[src/rtl/ipi_wake_pkg.sv]
`timescale 1ns/1ps
package ipi_wake_pkg;
  typedef enum logic [2:0] {
    SQ_IDLE,
    SQ_HI,
    SQ_LO,
    SQ_POLL,
    SQ_WAIT
  } sq_state_t;

  localparam int WORD_W    = 32;
  localparam int CMD_COUNT = 3;

  // low-word field positions
  localparam int VEC_LSB = 0;
  localparam int DM_LSB  = 8;
  localparam int DM_W    = 3;
  localparam int LVL_BIT = 14;
  localparam int SH_LSB  = 18;
  localparam int SH_W    = 2;
  // high-word field position
  localparam int ID_LSB  = 24;

  localparam logic [DM_W-1:0] DM_INIT  = 3'b101;
  localparam logic [DM_W-1:0] DM_START = 3'b110;
  localparam logic [SH_W-1:0] SH_NONE   = 2'b00;
  localparam logic [SH_W-1:0] SH_OTHERS = 2'b11;
endpackage

[src/rtl/ipi_addr_chk.sv]
`timescale 1ns/1ps
module ipi_addr_chk #(
  parameter int ADDR_W    = 32,
  parameter int ADDR_TOP  = 20,
  parameter int PAGE_BITS = 12,
  localparam int VEC_W    = ADDR_TOP - PAGE_BITS
) (
  input  logic [ADDR_W-1:0] addr_i,
  output logic              ok_o,
  output logic [VEC_W-1:0]  vec_o
);
  logic below_limit;
  logic page_aligned;

  assign below_limit  = (addr_i[ADDR_W-1:ADDR_TOP] == '0);
  assign page_aligned = (addr_i[PAGE_BITS-1:0] == '0);
  assign ok_o         = below_limit && page_aligned;
  assign vec_o        = addr_i[ADDR_TOP-1:PAGE_BITS];
endmodule

[src/rtl/ipi_cmd_fmt.sv]
`timescale 1ns/1ps
module ipi_cmd_fmt
  import ipi_wake_pkg::*;
#(
  parameter int ID_W  = 8,
  parameter int VEC_W = 8
) (
  input  logic [1:0]        step_i,
  input  logic              bcast_i,
  input  logic [ID_W-1:0]   id_i,
  input  logic [VEC_W-1:0]  vec_i,
  output logic [WORD_W-1:0] hi_word_o,
  output logic [WORD_W-1:0] lo_word_o
);
  always_comb begin
    hi_word_o = '0;
    if (!bcast_i) hi_word_o[ID_LSB +: ID_W] = id_i;

    lo_word_o = '0;
    lo_word_o[LVL_BIT] = 1'b1;
    if (step_i == 2'd0) begin
      lo_word_o[DM_LSB +: DM_W] = DM_INIT;
    end else begin
      lo_word_o[DM_LSB +: DM_W]   = DM_START;
      lo_word_o[VEC_LSB +: VEC_W] = vec_i;
    end
    lo_word_o[SH_LSB +: SH_W] = bcast_i ? SH_OTHERS : SH_NONE;
  end
endmodule

[src/rtl/ipi_gap_timer.sv]
`timescale 1ns/1ps
module ipi_gap_timer #(
  parameter int CNT_W = 16
) (
  input  logic             clk,
  input  logic             rst_n,
  input  logic             load_i,
  input  logic [CNT_W-1:0] load_val_i,
  output logic             expired_o
);
  logic [CNT_W-1:0] cnt_q;

  always_ff @(posedge clk) begin
    if (!rst_n)             cnt_q <= '0;
    else if (load_i)        cnt_q <= load_val_i;
    else if (cnt_q != '0)   cnt_q <= cnt_q - 1'b1;
  end

  assign expired_o = (cnt_q == '0);

  assert_reload_holds_R6: assert property (@(posedge clk) disable iff (!rst_n)
    (load_i && load_val_i != '0) |=> !expired_o);
endmodule

[src/rtl/ipi_wake_seq.sv]
`timescale 1ns/1ps
module ipi_wake_seq
  import ipi_wake_pkg::*;
#(
  parameter int CLK_MHZ       = 200,
  parameter int SHORT_DLY_CYC = CLK_MHZ * 10,
  parameter int LONG_DLY_CYC  = CLK_MHZ * 200,
  parameter int ID_W          = 8,
  parameter int ADDR_W        = 32,
  parameter int ADDR_TOP      = 20,
  parameter int PAGE_BITS     = 12
) (
  input  logic              clk,
  input  logic              rst_n,
  input  logic              start_i,
  input  logic [ID_W-1:0]   target_id_i,
  input  logic [ADDR_W-1:0] start_addr_i,
  input  logic              bcast_i,
  output logic              busy_o,
  output logic              done_o,
  output logic              err_o,
  output logic              cmd_valid_o,
  input  logic              cmd_ready_i,
  output logic              cmd_hi_o,
  output logic [31:0]       cmd_data_o,
  input  logic              dlv_pend_i
);
  localparam int VEC_W   = ADDR_TOP - PAGE_BITS;
  localparam int GAP_MAX = (LONG_DLY_CYC > SHORT_DLY_CYC) ? LONG_DLY_CYC : SHORT_DLY_CYC;
  localparam int GAP_W   = $clog2(GAP_MAX + 1);
  localparam logic [1:0] LAST_STEP = 2'(CMD_COUNT - 1);
  localparam logic [GAP_W-1:0] SHORT_LOAD = GAP_W'(SHORT_DLY_CYC - 1);
  localparam logic [GAP_W-1:0] LONG_LOAD  = GAP_W'(LONG_DLY_CYC - 1);

  sq_state_t         state_q;
  logic [1:0]        step_q;
  logic [ID_W-1:0]   id_q;
  logic [VEC_W-1:0]  vec_q;
  logic              bc_q;
  logic              done_q;
  logic              err_q;

  logic              addr_ok;
  logic [VEC_W-1:0]  addr_vec;
  logic [WORD_W-1:0] hi_word;
  logic [WORD_W-1:0] lo_word;
  logic              gap_load;
  logic [GAP_W-1:0]  gap_val;
  logic              gap_done;
  logic              idle_seen;

  ipi_addr_chk #(
    .ADDR_W(ADDR_W), .ADDR_TOP(ADDR_TOP), .PAGE_BITS(PAGE_BITS)
  ) addr_chk_i (
    .addr_i(start_addr_i), .ok_o(addr_ok), .vec_o(addr_vec)
  );

  ipi_cmd_fmt #(
    .ID_W(ID_W), .VEC_W(VEC_W)
  ) cmd_fmt_i (
    .step_i(step_q), .bcast_i(bc_q), .id_i(id_q), .vec_i(vec_q),
    .hi_word_o(hi_word), .lo_word_o(lo_word)
  );

  assign idle_seen = (state_q == SQ_POLL) && !dlv_pend_i;
  assign gap_load  = idle_seen && (step_q != LAST_STEP);
  assign gap_val   = (step_q == 2'd0) ? SHORT_LOAD : LONG_LOAD;

  ipi_gap_timer #(
    .CNT_W(GAP_W)
  ) gap_timer_i (
    .clk(clk), .rst_n(rst_n), .load_i(gap_load), .load_val_i(gap_val),
    .expired_o(gap_done)
  );

  always_ff @(posedge clk) begin
    if (!rst_n) begin
      state_q <= SQ_IDLE;
      step_q  <= '0;
      id_q    <= '0;
      vec_q   <= '0;
      bc_q    <= 1'b0;
      done_q  <= 1'b0;
      err_q   <= 1'b0;
    end else begin
      done_q <= 1'b0;
      err_q  <= 1'b0;
      case (state_q)
        SQ_IDLE: begin
          if (start_i) begin
            if (addr_ok) begin
              state_q <= SQ_HI;
              step_q  <= '0;
              id_q    <= target_id_i;
              vec_q   <= addr_vec;
              bc_q    <= bcast_i;
            end else begin
              err_q <= 1'b1;
            end
          end
        end
        SQ_HI:   if (cmd_ready_i) state_q <= SQ_LO;
        SQ_LO:   if (cmd_ready_i) state_q <= SQ_POLL;
        SQ_POLL: begin
          if (idle_seen) begin
            if (step_q == LAST_STEP) begin
              state_q <= SQ_IDLE;
              done_q  <= 1'b1;
            end else begin
              state_q <= SQ_WAIT;
            end
          end
        end
        SQ_WAIT: begin
          if (gap_done) begin
            state_q <= SQ_HI;
            step_q  <= step_q + 2'd1;
          end
        end
        default: state_q <= SQ_IDLE;
      endcase
    end
  end

  assign busy_o      = (state_q != SQ_IDLE);
  assign done_o      = done_q;
  assign err_o       = err_q;
  assign cmd_valid_o = (state_q == SQ_HI) || (state_q == SQ_LO);
  assign cmd_hi_o    = (state_q == SQ_HI);
  assign cmd_data_o  = cmd_hi_o ? hi_word : lo_word;

  // gap measuring counter for the checks below
  logic [GAP_W:0] wait_cnt;
  always_ff @(posedge clk) begin
    if (!rst_n)                    wait_cnt <= '0;
    else if (state_q == SQ_POLL)   wait_cnt <= '0;
    else if (state_q == SQ_WAIT)   wait_cnt <= wait_cnt + 1'b1;
  end

  assert_err_pulse_R1: assert property (@(posedge clk) disable iff (!rst_n)
    err_o |=> !err_o);
  assert_err_idle_R1: assert property (@(posedge clk) disable iff (!rst_n)
    err_o |-> (!busy_o && !cmd_valid_o));
  assert_word_order_R2: assert property (@(posedge clk) disable iff (!rst_n)
    (cmd_valid_o && cmd_ready_i && cmd_hi_o) |=> (cmd_valid_o && !cmd_hi_o));
  assert_hi_fields_R3: assert property (@(posedge clk) disable iff (!rst_n)
    (cmd_valid_o && cmd_hi_o) |-> (cmd_data_o[ID_LSB-1:0] == '0));
  assert_lo_fields_R4: assert property (@(posedge clk) disable iff (!rst_n)
    (cmd_valid_o && !cmd_hi_o) |-> (cmd_data_o[LVL_BIT] &&
      (cmd_data_o[DM_LSB +: DM_W] == DM_INIT || cmd_data_o[DM_LSB +: DM_W] == DM_START)));
  assert_poll_hold_R5: assert property (@(posedge clk) disable iff (!rst_n)
    (state_q == SQ_POLL && dlv_pend_i) |=> (!cmd_valid_o && !done_o));
  assert_short_gap_R6: assert property (@(posedge clk) disable iff (!rst_n)
    ($rose(cmd_valid_o) && step_q == 2'd1) |-> (int'(wait_cnt) == SHORT_DLY_CYC));
  assert_long_gap_R7: assert property (@(posedge clk) disable iff (!rst_n)
    ($rose(cmd_valid_o) && step_q == 2'd2) |-> (int'(wait_cnt) == LONG_DLY_CYC));
  assert_hold_stall_R8: assert property (@(posedge clk) disable iff (!rst_n)
    (cmd_valid_o && !cmd_ready_i) |=>
      (cmd_valid_o && $stable(cmd_hi_o) && $stable(cmd_data_o)));
  assert_done_pulse_R9: assert property (@(posedge clk) disable iff (!rst_n)
    done_o |=> !done_o);
  assert_done_idle_R9: assert property (@(posedge clk) disable iff (!rst_n)
    done_o |-> !busy_o);
endmodule

[config.mk]
export PLATFORM = sky130hd
export DESIGN_NAME = ipi_wake_seq
export DESIGN_NICKNAME = d
export VERILOG_FILES = /design/src/rtl/ipi_wake_pkg.sv /design/src/rtl/ipi_addr_chk.sv /design/src/rtl/ipi_cmd_fmt.sv /design/src/rtl/ipi_gap_timer.sv /design/src/rtl/ipi_wake_seq.sv
export SDC_FILE = /design/constraint.sdc
export NUM_CORES = 1
export LEC_CHECK = 0
export CORE_UTILIZATION = 50
export CTS_BUF_LIST = sky130_fd_sc_hd__clkbuf_4
export DETAILED_ROUTE_END_ITERATION = 10
export PLACE_DENSITY_LB_ADDON = 0.3
export SETUP_SLACK_MARGIN = 0.15
export SLEW_MARGIN = 10
export SYNTH_ARGS = -nofsm -noshare
export SYNTH_HDL_FRONTEND = slang
export SYNTH_HIERARCHICAL = 1
export SYNTH_SLANG_ARGS = --single-unit
[constraint.sdc]
create_clock -name clk -period 3.4 [get_ports clk]
set_input_delay 0.51 -clock clk [delete_from_list [all_inputs] [get_ports clk]]
set_output_delay 0.51 -clock clk [all_outputs]
set_load 0.01 [all_outputs]
==> impl_metrics.csv, run 1 <==
group,metric,value,unit
placed_design,place_congestion,0.7655,
cts,cts-root-buf,"clkbuf_4",
timing,post-route-min-period,2884,ps
worst_setup_path,regToRegStartpoint,"gap_timer_i/cnt_q[0]",
global_routing,grtUsageTotal,19.97,%
cells_and_area,area_growth,18.85,%
placed_design,port_buffers,72,
synth,yosysSeqAreaShare,26.99,%
cells_and_area,antennaDiodeCount,0,
global_routing,gr-total-overflow,0,
floorplanning,rows,27,
global_routing,grt_max_degree,36,
run,cap_violations,0,
drt,firstDrtPassIters,4,
hold_path,worstHoldPathType,"flip-flop to flip-flop",
drt,wirelength,5856,um
outcome,outcome,"finished clean",
synth,netlist_instances,366,
worst_setup_path,cp_slowest_cell,"dfxtp_1",
worst_setup_path,endpoint_kind,"output port",
synth,ys.warnings.count,6,
drt,post_drt_wl_per_cell,11.88,um
drt,first_iter_violations,107,
timing,setup_viol,0,
synth,async_reset_ff_share,0,%
cts,cts_tree,"done",
timing,finClkSkew,21.78,ps
global_routing,antenna_found_initial,0,
worst_setup_path,path_cells,"nor3b_4 -> buf_4 -> mux2_2 -> clkdlybuf4s50_1",
cells_and_area,final_util,62.87,%
global_routing,met1_usage,22.12,%
power_and_ir_drop,power.density,453.1,nW/um^2
drt,drcViolationCount,0,
cts,cts_hold_buf,0,
synth,synth_seq_cells,40,
cells_and_area,fill_cells,510,
global_routing,grt_pass1_vias,2236,
timing,slew_violations,0,
worst_setup_path,critPathArrivalTime,2370,ps
worst_setup_path,r2r_slack,790,ps
global_routing,met2_usage,36.55,%
cts,numCtsBuffers,5,
cells_and_area,final_cell_mix,"clkdlybuf4s50_1, conb_1, nand2_1",
cts,post_cts_buffers,0,
cells_and_area,seqCellArea,800.8,um^2
floorplanning,start_util,52.90,%
synth,syn_area_per_cell,8.105,um^2
worst_setup_path,crit_type,"flip-flop to output port",
timing,hold_violations,0,
global_routing,top_usage_layer,"met2",
placed_design,placed_cell_area,3441,um^2
drt,avgViaCountPerCell,4.935,
floorplanning,die_w,79.03,um
hold_path,hold_start,"id_q[3]",
worst_setup_path,crit_required,2890,ps
cells_and_area,drive_above_1_share,12.11,%
synth,synth_edf_count,0,
hold_path,min_to,"id_q[3]",
cts,clkLatencyLatePin,380,ps
floorplanning,die_h,79.03,um
placed_design,hpwl,4438,um
floorplanning,coreArea,5608,um^2
synth,ys.flop_type,"dfxtp_1",
power_and_ir_drop,p_leak,1.388,nW
timing,min_period_over_period,84.81,%
power_and_ir_drop,ir_drop,337.1,uV
cts,clk_pin_slew,120,ps
worst_setup_path,worst-path-max-fanout,33,
cells_and_area,finalInstanceArea,3526,um^2
cts,cts_buffer_depth,2,
cts,htree_levels,2,
drt,ant_nets,0,
worst_setup_path,ff2ff_path_depth,8,
cts,cts_sinks,40,
timing,rsz0062_at_grt,"no",
floorplanning,num_io_pins,83,
timing,tightest_slew,590.3,ps
global_routing,grt_util_met3,4.138,%
worst_setup_path,slowest_delay,500,ps
worst_setup_path,cp-start-kind,"flip-flop",
synth,yosysUniqueCellTypes,54,
timing,relSlewSlack,60.28,%
hold_path,whs_path_depth,2,
cells_and_area,multiInputGateArea,1774,um^2
cells_and_area,layout_commonest_cell,"clkdlybuf4s50_1",
timing,holdWs,463.2,ps
global_routing,grt_pass1_wl,9956,um
drt,num_vias,2433,
timing,max_clock_freq,0.3468,GHz
floorplanning,die-area,6245,um^2
worst_setup_path,r2r_end,"step_q[0]",
cells_and_area,nNetsFinal,469,
synth,synth_area,2967,um^2
cts,ctsResizeCount,0,
timing,setup-tns-final,0,ps
-- through the flow --
stage / power (mW) / worst slack, ps / std cells
6_report: 1.597 / 516.4 / 493
5_1_grt: 1.727 / 381.3 / 493
4_1_cts: 1.604 / 486.5 / 493
3_5_place_dp: 1.273 / 807.4 / 485
3_3_place_gp: 1.256 / 811.6 / 485
2_1_floorplan: 1.183 / 869.8 / 416
-- worst max-delay path, delay by kind of cell (launching register included) --
family	cells	cell delay (ps)
and+or+nand+nor	1	230
DFF	1	500
buffers and inverters	2	880
muxes	1	390
-- worst max-delay path by stage --
stage / from / end / slack [ps] / cells past startpoint
2_1_floorplan: gap_timer_i/cnt_q[0] / step_q[0] / 870 / 10
3_3_place_gp: start_addr_i[9] / id_q[2] / 810 / 9
3_5_place_dp: gap_timer_i/cnt_q[0] / step_q[0] / 810 / 8
4_1_cts: state_q[0] / cmd_data_o[6] / 490 / 4
5_1_grt: state_q[0] / cmd_data_o[2] / 380 / 4
6_report: state_q[0] / cmd_data_o[7] / 520 / 4
-- per-layer routing --
layer / vias up / wire [um]
li1: 1273 / -
met1: 1102 / 2592
met2: 45 / 2922
met3: 13 / 218
met4: 0 / 122
met5: - / 0
-- registers in the layout, indices dropped and copies added (netlist names) --
signal / cells
vec_q: 8
bc_q: 1
step_q: 2
gap_timer_i/cnt_q: 16
done_o: 1
err_o: 1
id_q: 8
state_q: 3
-- final cells by class --
type | count | share of cell area [%]
repair buffers | 76 | 21.15
multi-input cells | 289 | 50.32
inverters | 8 | 0.8517
well taps | 72 | 2.555
clock inverters | 3 | 1.348
clock buffers | 5 | 1.065
flip-flops and latches | 40 | 22.71
-- synthesized netlist by cell type, types with 7 or more instances --
cell	count	area share (%)
nor2_1	9	1.1
o21ai_1	8	1.3
clkbuf_1	9	1.1
inv_1	7	0.89
nand2_1	43	5.4
nor4_1	9	1.9
xnor2_1	8	2.4
mux2_2	32	12
nor3_1	11	1.9
nand3_1	25	4.2
dfxtp_1	40	27
o21ai_0	20	3.4
buf_4	57	14
o21a_1	10	2.5
-- logic make-up after synthesis --
logic type	Yosys count	share of synthesized area (%)
and+or+nand+nor	126	22.10
buffers and inverters	87	19.74
AOI/OAI and AO/OA	63	13.96
DFF	40	26.99
muxes	33	12.48
xor gates and xnor gates	10	2.953
other	4	0.5060
adders and majority gates	3	1.265
-- power breakdown --
part | leakage, nW | switching (mW) | internal, mW
Combinational | 1.02 | 0.331 | 0.311
Sequential | 0.325 | 0.0780 | 0.544
Clock | 0.0454 | 0.176 | 0.157
Total | 1.39 | 0.585 | 1.01
No activity file was read; power rests on OpenSTA's default activity.
==> inputs of run 2 (changes only) <==
- CORE_UTILIZATION: 50 -> 45
- clock period: 3.4 -> 2.42 ns (I/O delays scaled with it)
==> impl_metrics.csv, run 2 (same netlist as run 1, synthesis figures left out) <==
group,metric,value,unit
placed_design,hpwl,4379,um
timing,finClkSkew,10.31,ps
worst_setup_path,crit_family,"simple AND/OR/NAND/NOR gates",
global_routing,grtUsageTotal,18.19,%
timing,post-route-min-period,2242,ps
timing,slew_violations,0,
drt,wl_met3,279,um
drt,wirelength,6432,um
cts,cts-root-buf,"clkbuf_4",
drt,first_iter_violations,128,
placed_design,dpl.cell_count,494,
power_and_ir_drop,ir_drop,719.3,uV
floorplanning,num_io_pins,83,
drt,ant_nets,0,
drt,wirelength_met1,2874,um
drt,num_vias,2513,
placed_design,placed_cell_area,3511,um^2
worst_setup_path,critPathArrivalTime,2500,ps
cts,cts_hold_buf,0,
worst_setup_path,crit_type,"flip-flop to flip-flop",
cts,numCtsBuffers,5,
floorplanning,die-area,6921,um^2
worst_setup_path,path_buf_inv,1,
global_routing,grt_max_degree,41,
timing,setup-tns-final,0,ps
worst_setup_path,worst-path-max-fanout,12,
timing,hold_violations,0,
cells_and_area,reg.largest.list,"gap_timer_i/cnt_q: 16 flops, id_q: 8 flops, vec_q: 8 flops",
worst_setup_path,path_cells,"or4_4 -> or4_4 -> buf_4 -> o31a_1 -> a32o_1",
floorplanning,die_h,83.20,um
power_and_ir_drop,power.density,629.6,nW/um^2
cts,cts_tree,"done",
cells_and_area,layout_commonest_cell,"conb_1",
worst_setup_path,path_common_cell,"or4_4",
worst_setup_path,crit_required,2680,ps
global_routing,grt_pass1_wl,10360,um
timing,max_clock_freq,0.4460,GHz
drt,top_layer,"met4",
floorplanning,coreArea,6350,um^2
power_and_ir_drop,power,2.376,mW
cells_and_area,final_cell_mix,"conb_1, clkdlybuf4s50_1, nand2_1",
cts,clkLatencyLatePin,360,ps
cts,htree_levels,2,
drt,post_drt_wl_per_cell,12.64,um
cells_and_area,max_flop_register,"gap_timer_i/cnt_q",
drt,avgViaCountPerCell,4.937,
worst_setup_path,cp-start-kind,"flip-flop",
global_routing,gr-total-overflow,0,
drt,drcViolationCount,0,
hold_path,worstHoldPathType,"input pin to flip-flop",
cts,cts_buffer_depth,2,
cells_and_area,largest_reg_flops,16,
timing,setup_viol,0,
cells_and_area,finalInstanceArea,3774,um^2
run,cap_violations,0,
global_routing,grt_pass1_vias,2216,
cells_and_area,antennaDiodeCount,0,
timing,relSlewSlack,60.88,%
timing,tightest_slew,581.5,ps
drt,wl_met2,3171,um
placed_design,port_buffers,72,
worst_setup_path,endpoint_kind,"flip-flop",
worst_setup_path,slowest_delay,570,ps
drt,firstDrtPassIters,4,
placed_design,place_congestion,0.8691,
worst_setup_path,cp_slowest_cell,"or4_4",
cells_and_area,nNetsFinal,480,
cts,clk_pin_slew,120,ps
cells_and_area,drive_above_1_share,18.06,%
floorplanning,die_w,83.20,um
cells_and_area,fin_cells,509,
timing,rsz0062_at_grt,"yes",
cts,cts_sinks,40,
timing,min_period_over_period,92.66,%
floorplanning,start_util,46.72,%
cells_and_area,area_growth,27.20,%
global_routing,antenna_found_initial,0,
floorplanning,rows,29,
power_and_ir_drop,p_leak,1.750,nW
outcome,outcome,"finished clean",
[run 2: metrics by stage]
step / setup WS (ps) / utilization [%] / hold WS [ps]
after global placement: 221.6 / 55.29 / 442.7
final: 177.7 / 59.43 / 386.2
after global routing: 143.8 / 59.43 / 396.4
after detailed placement: 184.8 / 55.29 / 449.4
after CTS: 9.446 / 57.32 / 377.4
after floorplan: 141.8 / - / 432.9
[run 2: path summary, 6_finish.rpt]
kind / start / depth (start not counted) / slack (ps) / to
setup / recovery: gap_timer_i/cnt_q[8] / 5 / 180 / gap_timer_i/cnt_q[1]
hold / removal: rst_n / 3 / 390 / state_q[1]
setup reg to reg: gap_timer_i/cnt_q[8] / 5 / 180 / gap_timer_i/cnt_q[1]
hold reg to reg: vec_q[2] / 2 / 470 / vec_q[2]
[run 2: routing by layer]
| layer | GRT usage, % | vias up |
|---|---|---|
| met2 | 30.85 | 58 |
| met1 | 22.54 | 1150 |
| met5 | 0 | - |
| li1 | - | 1297 |
| met4 | 7.053 | 0 |
| met3 | 3.777 | 8 |
[run 2: worst min-delay path: cells and delay by family]
family                 cells  cell delay [ps]
AOI/OAI and AO/OA          1               40
buffers and inverters      1              210
and+or+nand+nor            1              100
[run 2: timing repair]
item	4_1_cts	5_1_grt
cloned	1	1
setup buffers	2	3
pin swaps	1	4
setup endpoints to repair	22	33
gates resized for setup	8	31
[run 2: final cells by class]
class | count | area [um^2]
tap | 77 | 96.34
inverter | 8 | 30.03
clock buffer | 5 | 37.54
sequential | 40 | 815.8
clock inverter | 3 | 46.29
multi-input combinational | 289 | 1819
fill | 564 | 2576
timing repair buffer | 87 | 928.4
[run 2: power breakdown]
part | internal, mW | switching, mW
clock | 0.221 | 0.240
combinational | 0.502 | 0.528
sequential | 0.770 | 0.115
total | 1.49 | 0.883
